[src/rtl/wake_pkg.sv]
package wake_pkg;
  typedef enum logic [1:0] {
    MODE_ACTIVE = 2'd0,
    MODE_DEEP   = 2'd1,
    MODE_HIB    = 2'd2,
    MODE_DORM   = 2'd3
  } mode_t;

  typedef struct packed {
    logic capture;
    logic clear;
  } strobe_t;
endpackage

[src/rtl/wake_datapath.sv]
module wake_datapath
  import wake_pkg::*;
#(
  parameter int NUM_LINES = 12
) (
  input  logic                 clk,
  input  logic                 rstN,
  input  logic                 wakePinIn,
  input  logic                 wdtExpire,
  input  logic [NUM_LINES-1:0] lineIn,
  input  logic                 cfgWrite,
  input  logic [NUM_LINES-1:0] cfgWakeEn,
  input  logic [NUM_LINES-1:0] cfgIrqEn,
  input  logic [NUM_LINES-1:0] cfgPol,
  input  mode_t                evalMode,
  input  strobe_t              strb,
  output logic                 anyHit,
  output logic [NUM_LINES+1:0] wakeCause,
  output logic [NUM_LINES-1:0] irqOut
);
  localparam int SRC_W  = NUM_LINES + 2;
  localparam int SYNC_W = NUM_LINES + 1;

  logic [SYNC_W-1:0]    syncA, syncB;
  logic [NUM_LINES-1:0] wakeEn, irqEn, pol, lineAct;
  logic [SRC_W-1:0]     srcActive, modeMask, hitVec, causeQ;

  always_ff @(posedge clk or negedge rstN) begin
    if (!rstN) begin
      syncA <= '0;
      syncB <= '0;
    end else begin
      syncA <= {lineIn, wakePinIn};
      syncB <= syncA;
    end
  end

  always_ff @(posedge clk or negedge rstN) begin
    if (!rstN) begin
      wakeEn <= '0;
      irqEn  <= '0;
      pol    <= '0;
    end else if (cfgWrite) begin
      wakeEn <= cfgWakeEn;
      irqEn  <= cfgIrqEn;
      pol    <= cfgPol;
    end
  end

  assign lineAct   = syncB[SYNC_W-1:1] ^ pol;
  assign srcActive = {lineAct & wakeEn, wdtExpire, syncB[0]};
  assign irqOut    = lineAct & irqEn;

  always_comb begin
    unique case (evalMode)
      MODE_DORM: modeMask = {{NUM_LINES{1'b0}}, 2'b01};
      MODE_HIB:  modeMask = {{NUM_LINES{1'b0}}, 2'b11};
      MODE_DEEP: modeMask = {{NUM_LINES{1'b1}}, 2'b00};
      default:   modeMask = '0;
    endcase
  end

  assign hitVec = srcActive & modeMask;
  assign anyHit = |hitVec;

  always_ff @(posedge clk or negedge rstN) begin
    if (!rstN) causeQ <= '0;
    else       causeQ <= (strb.clear ? '0 : causeQ) | (strb.capture ? hitVec : '0);
  end

  assign wakeCause = causeQ;

  // without a clear strobe no cause bit is ever lost
  assert_cause_sticky_R8: assert property (@(posedge clk) disable iff (!rstN)
    !strb.clear |=> ((causeQ & $past(causeQ)) == $past(causeQ)));

  // enables hold between configuration writes
  assert_cfg_hold_R1: assert property (@(posedge clk) disable iff (!rstN)
    !cfgWrite |=> ($stable(wakeEn) && $stable(irqEn) && $stable(pol)));
endmodule

[src/rtl/wake_control.sv]
module wake_control
  import wake_pkg::*;
(
  input  logic    clk,
  input  logic    rstN,
  input  logic    sleepReq,
  input  mode_t   reqMode,
  input  logic    causeClr,
  input  logic    anyHit,
  output mode_t   evalMode,
  output mode_t   curMode,
  output logic    wakePulse,
  output strobe_t strb
);
  mode_t modeQ, modeNext;
  logic  pulseNext;

  always_comb begin
    if (modeQ != MODE_ACTIVE) evalMode = modeQ;
    else if (sleepReq)        evalMode = reqMode;
    else                      evalMode = MODE_ACTIVE;
  end

  always_comb begin
    modeNext  = modeQ;
    pulseNext = 1'b0;
    if (modeQ != MODE_ACTIVE) begin
      if (anyHit) begin
        modeNext  = MODE_ACTIVE;
        pulseNext = 1'b1;
      end
    end else if (sleepReq && reqMode != MODE_ACTIVE) begin
      if (anyHit) pulseNext = 1'b1;
      else        modeNext  = reqMode;
    end
  end

  always_ff @(posedge clk or negedge rstN) begin
    if (!rstN) begin
      modeQ     <= MODE_ACTIVE;
      wakePulse <= 1'b0;
    end else begin
      modeQ     <= modeNext;
      wakePulse <= pulseNext;
    end
  end

  assign curMode      = modeQ;
  assign strb.capture = anyHit;
  assign strb.clear   = causeClr;

  // a wake pulse always coincides with the active mode
  assert_pulse_active_R7: assert property (@(posedge clk) disable iff (!rstN)
    wakePulse |-> (modeQ == MODE_ACTIVE));

  // while asleep and with no permitted source, the mode holds
  assert_mode_hold_R2: assert property (@(posedge clk) disable iff (!rstN)
    (modeQ != MODE_ACTIVE && !anyHit) |=> (modeQ == $past(modeQ)));
endmodule

[src/rtl/wake_ctrl.sv]
module wake_ctrl
  import wake_pkg::*;
#(
  parameter int NUM_LINES = 12
) (
  input  logic                 clk,
  input  logic                 rstN,
  input  logic                 wakePinIn,
  input  logic                 wdtExpire,
  input  logic [NUM_LINES-1:0] lineIn,
  input  logic                 cfgWrite,
  input  logic [NUM_LINES-1:0] cfgWakeEn,
  input  logic [NUM_LINES-1:0] cfgIrqEn,
  input  logic [NUM_LINES-1:0] cfgPol,
  input  logic                 sleepReq,
  input  logic [1:0]           reqMode,
  input  logic                 causeClr,
  output logic [1:0]           curMode,
  output logic                 wakePulse,
  output logic [NUM_LINES+1:0] wakeCause,
  output logic [NUM_LINES-1:0] irqOut
);
  mode_t   evalMode, modeQ;
  strobe_t strb;
  logic    anyHit;

  wake_control u_control (
    .clk(clk), .rstN(rstN), .sleepReq(sleepReq), .reqMode(mode_t'(reqMode)),
    .causeClr(causeClr), .anyHit(anyHit), .evalMode(evalMode),
    .curMode(modeQ), .wakePulse(wakePulse), .strb(strb)
  );

  wake_datapath #(.NUM_LINES(NUM_LINES)) u_datapath (
    .clk(clk), .rstN(rstN), .wakePinIn(wakePinIn), .wdtExpire(wdtExpire),
    .lineIn(lineIn), .cfgWrite(cfgWrite), .cfgWakeEn(cfgWakeEn),
    .cfgIrqEn(cfgIrqEn), .cfgPol(cfgPol), .evalMode(evalMode), .strb(strb),
    .anyHit(anyHit), .wakeCause(wakeCause), .irqOut(irqOut)
  );

  assign curMode = modeQ;

  // leaving dormant always leaves the pin cause bit set
  assert_dormant_exit_R3: assert property (@(posedge clk) disable iff (!rstN)
    ($past(curMode) == 2'd3 && curMode != 2'd3) |-> wakeCause[0]);

  // leaving hibernate always leaves a pin or watchdog cause bit set
  assert_hib_exit_R4: assert property (@(posedge clk) disable iff (!rstN)
    ($past(curMode) == 2'd2 && curMode != 2'd2) |-> (wakeCause[1:0] != 2'b00));
endmodule

[config.mk]
export PLATFORM = sky130hd
export DESIGN_NAME = wake_ctrl
export DESIGN_NICKNAME = d
export VERILOG_FILES = /design/src/rtl/wake_pkg.sv /design/src/rtl/wake_datapath.sv /design/src/rtl/wake_control.sv /design/src/rtl/wake_ctrl.sv
export SDC_FILE = /design/constraint.sdc
export NUM_CORES = 1
export LEC_CHECK = 0
export ABC_AREA = 0
export BUFFER_PORTS_ARGS = -buffer_cell sky130_fd_sc_hd__buf_4
export CORE_ASPECT_RATIO = 0.75
export CORE_MARGIN = 2
export CORE_UTILIZATION = 55
export CTS_BUF_LIST = sky130_fd_sc_hd__clkbuf_2
export CTS_CLUSTER_DIAMETER = 100
export CTS_CLUSTER_SIZE = 14
export DETAILED_ROUTE_END_ITERATION = 12
export HOLD_SLACK_MARGIN = 0.1
export PLACE_DENSITY = 0.84
export SETUP_SLACK_MARGIN = 0.15
export SKIP_LAST_GASP = 1
export SLEW_MARGIN = 40
export SYNTH_ARGS = -nofsm -noshare
export SYNTH_HDL_FRONTEND = slang
export SYNTH_HIERARCHICAL = 1
export SYNTH_SLANG_ARGS = --single-unit
[constraint.sdc]
create_clock -name clk -period 5.4 [get_ports clk]
set_input_delay 0.81 -clock clk [delete_from_list [all_inputs] [get_ports clk]]
set_output_delay 0.81 -clock clk [all_outputs]
set_load 0.05 [all_outputs]
* After elaboration in Yosys (flattened, before gate mapping) *
Cells that the tools add are included.

storage, ports and cells
  input port bits = 57
  bits in registers = 79

operators by class
  reductions and logical operators = 6
  mux-type cells = 12
  equal/unequal tests = 5
  bitwise gates (word level) = 5

operators by type and width
  operator                                                                 number
  14-bit case mux with 3 select lines                                      1
  14-bit 2-to-1 mux                                                        2
  12-bit AND                                                               2
  14-bit AND                                                               1
  14-bit bitwise OR                                                        1
  14-bit OR reduction                                                      1
  2-bit 2-to-1 mux                                                         6
  12-bit XOR                                                               1
  2-bit nonzero test                                                       3
  2-bit == test, second input constant                                     2
  1-bit 2-to-1 mux                                                         3
  3-bit AND reduction                                                      1
  2-bit by 1-bit == test with 1-bit output, second input constant          1
  2-bit by 1-bit inequality test with 1-bit output, second input constant  1
  2-bit inequality test, second input constant                             1
  1-bit logical AND                                                        1

* Logic depth before layout (Yosys ltp) *
Gate-level depths: netlist (run 1).

  depth after elaboration = 9
  depth in mapped cells = 10
  gate-level depth less buffers = 8

* By module *
Netlist (run 1), hierarchy kept.

by module, submodules not included
  module         area an instance (µm²)  cells each  times used
  wake_datapath  2800.2                  178         1
  wake_control   145.1                   16          1

* Worst setup path before layout (run 1) *
OpenSTA, ideal clock, no wires.

  path type = input to register
  start = in sleepReq
  end = reg u_datapath.causeQ[10] (netlist: u_datapath/wakeCause[10])
  stages on the path = 10
  required time = 5279 ps
  arrival = 2335 ps
  slack = 2944 ps
  cells stage by stage = nand3b_1 nand2_1 nor2b_1 buf_6 and3_4 nor4b_2 nand4_1 buf_4 clkbuf_1 a22o_1

on the way
  longest elaborated chain between the ends = 8
  elaborated cells on any way between the ends = 10

RTL lines
  item                                                                       line                 source
  start: declaration                                                         wake_ctrl.sv:15      input logic sleepReq,
  2-bit 2-to-1 mux (*)                                                       wake_control.sv:20   else if (sleepReq) evalMode = reqMode;
  2-bit 2-to-1 mux (*)                                                       wake_control.sv:19   if (modeQ != MODE_ACTIVE) evalMode = modeQ;
  named net evalMode[0]                                                      wake_ctrl.sv:23      mode_t evalMode, modeQ;
  2-bit by 1-bit == test with 1-bit output or 2-bit == test (tied branches)  wake_datapath.sv:55  unique case (evalMode)
  14-bit case mux with 3 select lines (*)                                    wake_datapath.sv:55
  14-bit AND (*)                                                             wake_datapath.sv:63  assign hitVec = srcActive & modeMask;
  14-bit OR reduction (*)                                                    wake_datapath.sv:64  assign anyHit = |hitVec;
  named net anyHit                                                           wake_ctrl.sv:25      logic anyHit;
  14-bit 2-to-1 mux (*)                                                      wake_datapath.sv:68  else causeQ <= (strb.clear ? '0 : causeQ) | (strb.capture ? hitVec : '0);
  14-bit bitwise OR (*)                                                      wake_datapath.sv:68
  end signal: assignment                                                     wake_datapath.sv:68
  end: declaration                                                           wake_datapath.sv:26  logic [SRC_W-1:0] srcActive, modeMask, hitVec, causeQ;

Mark *: on every way through the listed nets, which the timed path passes. The rest lies on a longest branch.
A chain may end at the register's enable or synchronous reset.

* Worst setup path after layout (run 1) *
  start = reg u_control.modeQ[0] (netlist: u_control/curMode[0])
  end = reg u_datapath.causeQ[0] (netlist: u_datapath/wakeCause[0])

on the way
  longest elaborated chain between the ends = 8
  elaborated cells on any way between the ends = 10

RTL lines
  item                                                                       line                 source
  start: declaration                                                         wake_control.sv:15   mode_t modeQ, modeNext;
  start signal: assignment                                                   wake_control.sv:43   modeQ <= modeNext;
  2-bit nonzero test (*)                                                     wake_control.sv:19
  2-bit 2-to-1 mux (*)                                                       wake_control.sv:19
  named net evalMode[1]                                                      wake_ctrl.sv:23
  2-bit by 1-bit == test with 1-bit output or 2-bit == test (tied branches)  wake_datapath.sv:55
  14-bit case mux with 3 select lines (*)                                    wake_datapath.sv:55
  14-bit AND (*)                                                             wake_datapath.sv:63
  14-bit OR reduction (*)                                                    wake_datapath.sv:64
  named net anyHit                                                           wake_ctrl.sv:25
  14-bit 2-to-1 mux (*)                                                      wake_datapath.sv:68
  14-bit bitwise OR (*)                                                      wake_datapath.sv:68

Marks and branches as above.

==> results of run 1 <==
placed cells by master, fill, tap and decap left out, types with 4 or more instances in the layout:
cell / instances
buf_4: 84
dfrtp_1: 79
mux2_1: 30
xor2_1: 12
a22o_1: 12
and2_1: 12
and3_1: 10
clkbuf_2: 9
mux2_2: 6
inv_1: 4
kinds of logic (layout without fill, tap and decap cells):
family | Yosys count | count (layout)
simple gates | 35 | 35
compound gates | 19 | 19
mux | 36 | 36
flops | 79 | 79
buf+inv | 13 | 105
xor+xnor | 12 | 12
state kept, by name, indices dropped and copies added (netlist names):
name,count
u_control/curMode,2
u_control/wakePulse,1
u_datapath/irqEn,12
u_datapath/pol,12
u_datapath/syncA,13
u_datapath/syncB,13
u_datapath/wakeCause,14
u_datapath/wakeEn,12
routing by layer:
layer | up-vias | routed length [um]
met2 | 68 | 2410
li1 | 855 | -
met1 | 844 | 2280
met3 | 6 | 446
met5 | - | 0
met4 | 0 | 51
per-stage QoR:
step / total power, mW / area [um2] / util / hold WS [ns] / instances
6_report: 1.41 / 3730 / 0.708 / 0.286 / 361
5_1_grt: 1.49 / 3730 / 0.708 / 0.263 / 361
4_1_cts: 1.42 / 3730 / 0.708 / 0.266 / 361
3_5_place_dp: 1.15 / 3630 / 0.689 / 0.335 / 345
3_3_place_gp: 1.14 / 3620 / 0.688 / 0.332 / 345
2_1_floorplan: 1.00 / 2950 / - / 0.331 / 194
layout make-up:
cell class              instances  area (um2)
repair buffers                 85         642
multi-input cells             102         900
well taps                      75        93.8
flip-flops and latches         79        1980
fillers                       389        1540
clock inverters                 7        56.3
inverters                       4        15.0
clock buffers                   9        45.0
worst max-delay path, cell delays in order, from the launching register on:
cell and delay, ns:
dfrtp_1 0.44, nand3b_1 0.18, nand2_1 0.15, nor2b_1 0.18, and3_1 0.24, nor4b_2 0.28, nand4_1 0.58, a32o_1 0.48
path summary, 6_finish.rpt:
path                                                           to  cells past startpoint                        startpoint
worst max-delay path            u_datapath/wakeCause[0]$_DFF_PN0_                      7  u_control/curMode[0]$_DFFE_PN0P_
worst min-delay path               u_datapath/pol[11]$_DFFE_PN0P_                      1                              rstN
worst min register to register      u_datapath/syncB[1]$_DFF_PN0_                      0     u_datapath/syncA[1]$_DFF_PN0_
max in group asynchronous        u_datapath/wakeEn[6]$_DFFE_PN0P_                      1                              rstN
worst max register to register  u_datapath/wakeCause[0]$_DFF_PN0_                      7  u_control/curMode[0]$_DFFE_PN0P_
min in group clk                    u_datapath/syncB[1]$_DFF_PN0_                      0     u_datapath/syncA[1]$_DFF_PN0_
power breakdown:
group / internal, mW / switching, mW
Clock: 0.0662 / 0.208
Sequential: 0.663 / 0.0368
Combinational: 0.152 / 0.282
Total: 0.881 / 0.526
==> flow_summary.ini, run 1 <==
[global_routing]
grt_pass1_vias = 1725
grt_pass1_wl_mm = 8.14
grt_use_met1 = 0.242
gr-usage-met3 = 0.0990
grt-busiest-layer = met2
grt_antenna_before_repair = 0
grt.overflow.total = 0
use_met2 = 0.286
grt_max_degree = 80
grt_usage = 0.188

[clock_tree]
clockBufferDepth = 2
cts_tree = yes
clk-insertion-delay-late_ns = 0.51
cts_max_level = 3
hold_buffers = 0
cts_root_buf = clkbuf_2
cts_resized = 0
cts.sinks = 79
clk_pin_slew_ns = 0.23
cts_setup_buffers = 0
cts_made_buffers = 9

[sta]
maxSlewHeadroom = 0.545
tightestPinTransition_ns = 0.681
final-setup-viol-count = 0
fin_tns_setup_ns = 0
final_hold_viol_count = 0
final.setup_skew_ns = 0.0244
slew_violations = 0
period_share = 0.484
timing.fmax_ghz = 0.382
rsz0062_at_grt = no
fin_crit_ns = 2.61
setup_slack_ns = 2.79

[synthesis]
synth_xor_xnor_area_share = 0.0357
seq_area_frac_synth = 0.671
syn_nets = 251
synthAdderAreaFrac = 0
syn_area_per_cell_um2 = 15.2
synth.distinct_cells = 25
synth-simple-area-share = 0.0807
synth_mux_area_frac = 0.138
synthTopCellsByCount = dfrtp_1 (79), mux2_1 (30), a22o_1 (12), and2_1 (12), xor2_1 (12)
yosysMostFrequentCell = dfrtp_1
synth_compound_area_frac = 0.0514
synth_top_area_frac = 0.671
postSynthCellCount = 194
ys.flop_type = dfrtp_1
ys_ff_latch = 79
synth_top_area_cell = dfrtp_1
synth_edf_count = 0
synth_area_mm2 = 0.00295
synth_top_family_by_area = multiplexers
ys.warnings.count = 6
synthTopCellsByArea = dfrtp_1 (67%), mux2_1 (11%), a22o_1 (3.6%)
synthArstFlopShare = 1.00

[detailed_routing]
drtPass1Iterations = 4
drc = 0
drt_iter0_drc = 118
viasPerCell = 4.91
routed_wl_mm = 5.18
vias = 1773
drtAntennaViolNets = 0
wl_per_cell_um = 14.4

[die]
io_pins = 86
die_h_um = 67.4
design.die.area_mm2 = 0.00596
core_area_mm2 = 0.00527
die_w_um = 88.5
core.rowCount = 23
initial_core_util = 0.559

[layout]
syn2layout_area_growth_pct = 26.6
diodes = 0
drive_gt1_frac = 0.385
fin_nets = 338

[critical_path]
r2r_slack_ns = 2.79
worstSetupPathType = reg2reg
arrival_ns = 3.05
setup.worst_path.end_class = flip-flop
required_ns = 5.84
cp_max_fo = 17
critPathLaunchType = flip-flop

[placed_design]
port_buffers = 85
gp_congestion = 0.752
dp_slack_ns = 2.34
hpwlAfterDp_mm = 3.69

[power_and_ir_drop]
ir_worst_vdd_mv = 0.235
leakagePower_nw = 1.83
power_density_mw_per_mm2 = 377

[flow_run]
maxCapViolations = 0

[run_status]
status = complete, no violations

[min_path]
hold_path.class = in2async
Power figures use the tool's default switching activity.
==> inputs of run 2 (changes only) <==
CORE_UTILIZATION = 53   (was 55)
PLACE_DENSITY = 0.81   (was 0.84)
clock period = 2.5 ns   (was 5.4 ns; I/O delays follow)
==> run 2 against run 1 <==
Clock-buffer cell count increased by 1. Worst setup slack got worse by 2.4 ns. Routed wire length increased by 22%. Sequential power increased by 120%. Combinational power rose by 140%. Die area is 3.6% higher. Clock skew about the same. Clock power increased to 2.7 times the previous value. Cell area up 15%. Non-clock buffer count increased by 54. Largest power group unchanged.
==> flow_summary.ini, run 2 (synthesized netlist as in run 1, its figures left out) <==
[detailed_routing]
drtPass1Iterations = 4
routed_wl_mm = 6.34
drc = 0
vias = 2070
viasPerCell = 4.99
wl_per_cell_um = 15.3
drtAntennaViolNets = 0
drt_iter0_drc = 115

[critical_path]
arrival_ns = 2.55
required_ns = 2.92
critPathLaunchType = flip-flop
crit_family = simple AND/OR/NAND/NOR gates
setup.worst_path.end_class = flip-flop
crit_path_cell_trace = nand3b_1, nand2_1, nor2b_2, and3_1, nor4_2, nand4_1, buf_4, a32o_1
worstPathBufferInverterCount = 1
rr_startpoint = u_control/curMode[0]$_DFFE_PN0P_
worstReg2RegEnd = u_datapath/wakeCause[0]$_DFF_PN0_
worstSetupPathType = reg2reg
r2r_slack_ns = 0.37
ff2ff_path_depth = 8
cpPeakStageDelay_ns = 0.44
cpMaxStageDelayCell = dfrtp_1
cp_max_fo = 12

[power_and_ir_drop]
leakagePower_nw = 2.07
ir_worst_vdd_mv = 0.466
power_density_mw_per_mm2 = 771

[die]
core_area_mm2 = 0.00535
io_pins = 86
die_w_um = 90.1
core.rowCount = 23
initial_core_util = 0.550
design.die.area_mm2 = 0.00618
die_h_um = 68.6

[global_routing]
grt_pass1_vias = 2054
grt.overflow.total = 0
grt_pass1_wl_mm = 10.1
grt_antenna_before_repair = 0
grt_max_degree = 80
grt_usage = 0.218

[run_status]
status = complete, no violations

[layout]
syn2layout_area_growth_pct = 46.0
multi_input_area_um2 = 902
fin_nets = 392
n_fill_cell = 324
diodes = 0
final_common_cell = buf_4
largest_reg_flops = 14
drive_gt1_frac = 0.335
final_util = 0.804
final_cell_mix = buf_4 (86), dfrtp_1 (78), dlygate4sd3_1 (52)
area.sequential_mm2 = 0.00198

[sta]
slew_violations = 0
fin_tns_setup_ns = 0
final-setup-viol-count = 0
final.setup_skew_ns = 0.0249
fin_crit_ns = 2.13
period_share = 0.854
rsz0062_at_grt = no
tightestPinTransition_ns = 0.684
maxSlewHeadroom = 0.544
final_hold_viol_count = 0
timing.fmax_ghz = 0.468
setup_slack_ns = 0.365

[min_path]
whs_path_depth = 3
hold_start = reqMode[0]
hold_path.class = in2reg
min_to = u_control/curMode[0]$_DFFE_PN0P_

[placed_design]
gp_congestion = 0.776
dp_slack_ns = 0.271
port_buffers = 85
hpwlAfterDp_mm = 3.79

[clock_tree]
cts_tree = yes
clockBufferDepth = 2
cts_root_buf = clkbuf_2
cts_max_level = 3
cts_made_buffers = 9
clk-insertion-delay-late_ns = 0.50
cts.sinks = 79
clk_pin_slew_ns = 0.21

[flow_run]
maxCapViolations = 0
[run 2: cell count changes in the layout (fill, tap and decap cells not counted), sizes merged]
cell         before  now
buf              85   87
bufinv            0    2
clkbuf            9   10
clkinv            2    3
clkinvlp          2    1
dlygate4sd3       0   52
inv               7    4
[run 2: tightest hold or removal path: cells and delay by family]
kind,cells,cell delay (ns)
buf+inv,1,0.11
simple gates,1,0.10
compound gates,1,0.07
[run 2: worst max path at each step]
| stage | to | slack [ns] | cells past startpoint | startpoint |
|---|---|---|---|---|
| final | u_datapath/wakeCause[0]$_DFF_PN0_ | 0.37 | 8 | u_control/curMode[0]$_DFFE_PN0P_ |
| after detailed placement | u_control/wakePulse$_DFF_PN0_ | 0.27 | 9 | u_control/curMode[1]$_DFFE_PN0P_ |
| after global routing | u_datapath/wakeCause[1]$_DFF_PN0_ | 0.23 | 8 | u_control/curMode[0]$_DFFE_PN0P_ |
| after global placement | u_control/wakePulse$_DFF_PN0_ | 0.32 | 10 | sleepReq |
| after CTS | u_control/wakePulse$_DFF_PN0_ | 0.21 | 9 | u_control/curMode[1]$_DFFE_PN0P_ |
| after floorplan | u_datapath/wakeCause[10]$_DFF_PN0_ | 0.16 | 10 | u_control/curMode[0]$_DFFE_PN0P_ |
[run 2: cell type report]
type,count,area share
sequential,79,0.460
inverter,4,0.00349
tap,75,0.0218
clock inverter,6,0.0198
clock buffer,10,0.0116
timing repair buffer,139,0.274
multi-input combinational,102,0.210
[run 2: repair_timing]
| action | CTS | global route |
|---|---|---|
| endpoints found under the hold margin | 128 | 1 |
| endpoints found under the setup margin | 0 | 17 |
| gates resized for setup | 0 | 1 |
| hold buffers | 50 | 2 |
| buffers inserted | 0 | 0 |
[run 2: power breakdown]
group | internal [mW] | total [mW] | switching [mW] | leakage [nW]
clock network | 0.332 | 0.746 | 0.415 | 0.0795
registers | 1.43 | 1.52 | 0.0882 | 0.953
logic | 0.407 | 1.05 | 0.642 | 1.04
[run 2: layer usage]
metal,share of wire,vias to the layer above,GRT usage
li1,-,961,-
met1,0.41,1016,0.262
met2,0.51,91,0.370
met3,0.073,2,0.0946
met4,0.0028,0,0.0577
met5,0,-,0
[run 2: per-stage QoR]
step / power (mW) / std cells / hold WS [ns] / area (um2)
after floorplan: 2.17 / 194 / 0.0794 / 2950
after global placement: 2.49 / 347 / 0.332 / 3640
after detailed placement: 2.51 / 347 / 0.335 / 3640
after CTS: 3.33 / 413 / 0.105 / 4280
after global routing: 3.47 / 415 / 0.106 / 4300
final: 3.32 / 415 / 0.158 / 4300
==> inputs of run 3 (changes only) <==
--- a/config.mk
+++ b/config.mk
@@ -17,3 +17,3 @@
 export HOLD_SLACK_MARGIN = 0.1
-export PLACE_DENSITY = 0.81
+export PLACE_DENSITY = 0.87
 export SETUP_SLACK_MARGIN = 0.15
==> constraint.sdc (replaced) <==
create_clock -name clk -period 2.5 [get_ports clk]
set_input_delay 0.5 -clock clk [delete_from_list [all_inputs] [get_ports clk]]
set_output_delay 0.5 -clock clk [all_outputs]
set_load 0.05 [all_outputs]
==> run 3 against run 2 <==
Routed wire length is 11% lower. Die area did not move. Fmax grew 1.9%.
==> flow_summary.ini, run 3 (synthesized netlist as in run 1, its figures left out) <==
[run_status]
status = complete, no violations

[critical_path]
r2r_slack_ns = 0.40
cpMaxStageDelayCell = dfrtp_1
required_ns = 2.92
crit_family = simple AND/OR/NAND/NOR gates
rr_startpoint = u_control/curMode[0]$_DFFE_PN0P_
setup.worst_path.end_class = flip-flop
worstSetupPathType = reg2reg
cpPeakStageDelay_ns = 0.43
crit_path_cell_trace = nand3b_1, nand2_1, nor2b_2, and3_1, nor4b_2, nand4_1, buf_4, a32o_1
critPathLaunchType = flip-flop
cp_max_fo = 12
worstPathBufferInverterCount = 1
worstReg2RegEnd = u_datapath/wakeCause[0]$_DFF_PN0_
arrival_ns = 2.52
ff2ff_path_depth = 8

[layout]
fin_nets = 359
final_cell_mix = buf_4 (87), dfrtp_1 (78), mux2_1 (30)
largest_reg_flops = 14
fin_cells = 382
drive_gt1_frac = 0.378
final_common_cell = buf_4
syn2layout_area_growth_pct = 35.1
diodes = 0

[power_and_ir_drop]
ir_worst_vdd_mv = 0.463
power_frac_comb = 0.306
pwr-share-seq = 0.465
clkPwrFrac = 0.229
intPower_mw = 2.14
power_mw = 3.27
leakagePower_nw = 1.94
power_density_mw_per_mm2 = 821
p_switching_mw = 1.12
sw_frac_of_total = 0.344

[sta]
maxSlewHeadroom = 0.671
timing.fmax_ghz = 0.477
fin_tns_setup_ns = 0
tightestPinTransition_ns = 0.493
slew_violations = 0
final.setup_skew_ns = 0.0186
fin_crit_ns = 2.10
final_hold_viol_count = 0
hold-worst-slack_ns = 0.187
rsz0062_at_grt = no
period_share = 0.838
final-setup-viol-count = 0

[min_path]
hold_start = cfgWakeEn[1]
min_to = u_datapath/wakeEn[1]$_DFFE_PN0P_
hold_path.class = in2reg
whs_path_depth = 2

[clock_tree]
clk-insertion-delay-late_ns = 0.51
clockBufferDepth = 2
cts_max_level = 3
cts_tree = yes
clk_pin_slew_ns = 0.21
cts.sinks = 79
cts_made_buffers = 9
cts_root_buf = clkbuf_2

[detailed_routing]
drtAntennaViolNets = 0
wl_met2_mm = 2.79
drt_iter0_drc = 78
viasPerCell = 4.95
drc = 0
drtPass1Iterations = 4
routed_wl_mm = 5.67
wl_met1_mm = 2.38
wl_met3_um = 432
vias = 1890
wl_per_cell_um = 14.8
highest_layer = met4

[global_routing]
grt_max_degree = 80
grt_pass1_vias = 1950
grt_antenna_before_repair = 0
grt_usage = 0.201
grt_pass1_wl_mm = 9.11
grt.overflow.total = 0

[flow_run]
maxCapViolations = 0

[placed_design]
port_buffers = 85
hpwlAfterDp_mm = 3.91
placedCellCount = 348
gp_congestion = 0.814

[die]
die_w_um = 90.1
initial_core_util = 0.550
design.die.area_mm2 = 0.00618
core.rowCount = 23
die_h_um = 68.6
io_pins = 86
core_area_mm2 = 0.00535
==> run 3: worst max-delay path by stage <==
stage / from / to / cells after the start
floorplan: u_control/curMode[0]$_DFFE_PN0P_ / u_datapath/wakeCause[10]$_DFF_PN0_ / 10
global placement: sleepReq / u_control/wakePulse$_DFF_PN0_ / 10
detailed placement: sleepReq / u_control/wakePulse$_DFF_PN0_ / 10
CTS: u_control/curMode[1]$_DFFE_PN0P_ / u_control/wakePulse$_DFF_PN0_ / 9
global route: u_control/curMode[0]$_DFFE_PN0P_ / u_datapath/wakeCause[2]$_DFF_PN0_ / 8
finish: u_control/curMode[0]$_DFFE_PN0P_ / u_datapath/wakeCause[0]$_DFF_PN0_ / 8
==> run 3: power by group through the flow <==
stage | combinational (mW) | sequential (mW) | clock [mW]
after global routing | 1.06 | 1.54 | 0.844
after CTS | 0.997 | 1.52 | 0.779
after floorplan | 0.373 | 1.80 | 0
after global placement | 0.956 | 1.54 | 0
after detailed placement | 0.978 | 1.54 | 0
final | 0.999 | 1.52 | 0.750
==> run 3: area by class of cell <==
class	instances	area, um2
clock inverter	5	82.6
sequential	79	1980
clock buffer	11	55.1
tap	75	93.8
multi-input combinational	102	902
fill	375	1370
inverter	4	15.0
timing repair buffer	106	853
==> run 3: what timing repair did <==
| item | in CTS | in global routing |
|---|---|---|
| setup endpoints to repair | 0 | 15 |
| gates resized for setup | 0 | 1 |
| hold endpoints to repair | 92 | 4 |
| hold buffers | 14 | 4 |
| buffers inserted | 0 | 0 |
==> run 3: stage by stage <==
step           utilization  cell area [um2]  worst slack, ns
3_5_place_dp         0.684             3660            0.112
5_1_grt              0.744             3980            0.266
6_report             0.744             3980            0.404
3_3_place_gp         0.684             3660            0.243
4_1_cts              0.736             3940            0.261
2_1_floorplan            -             2950            0.157
==> run 3: per-layer routing <==
| layer | vias to the layer above | track usage |
|---|---|---|
| li1 | 893 | - |
| met3 | 9 | 0.0946 |
| met2 | 67 | 0.338 |
| met4 | 0 | 0.0712 |
| met1 | 921 | 0.232 |
| met5 | - | 0 |
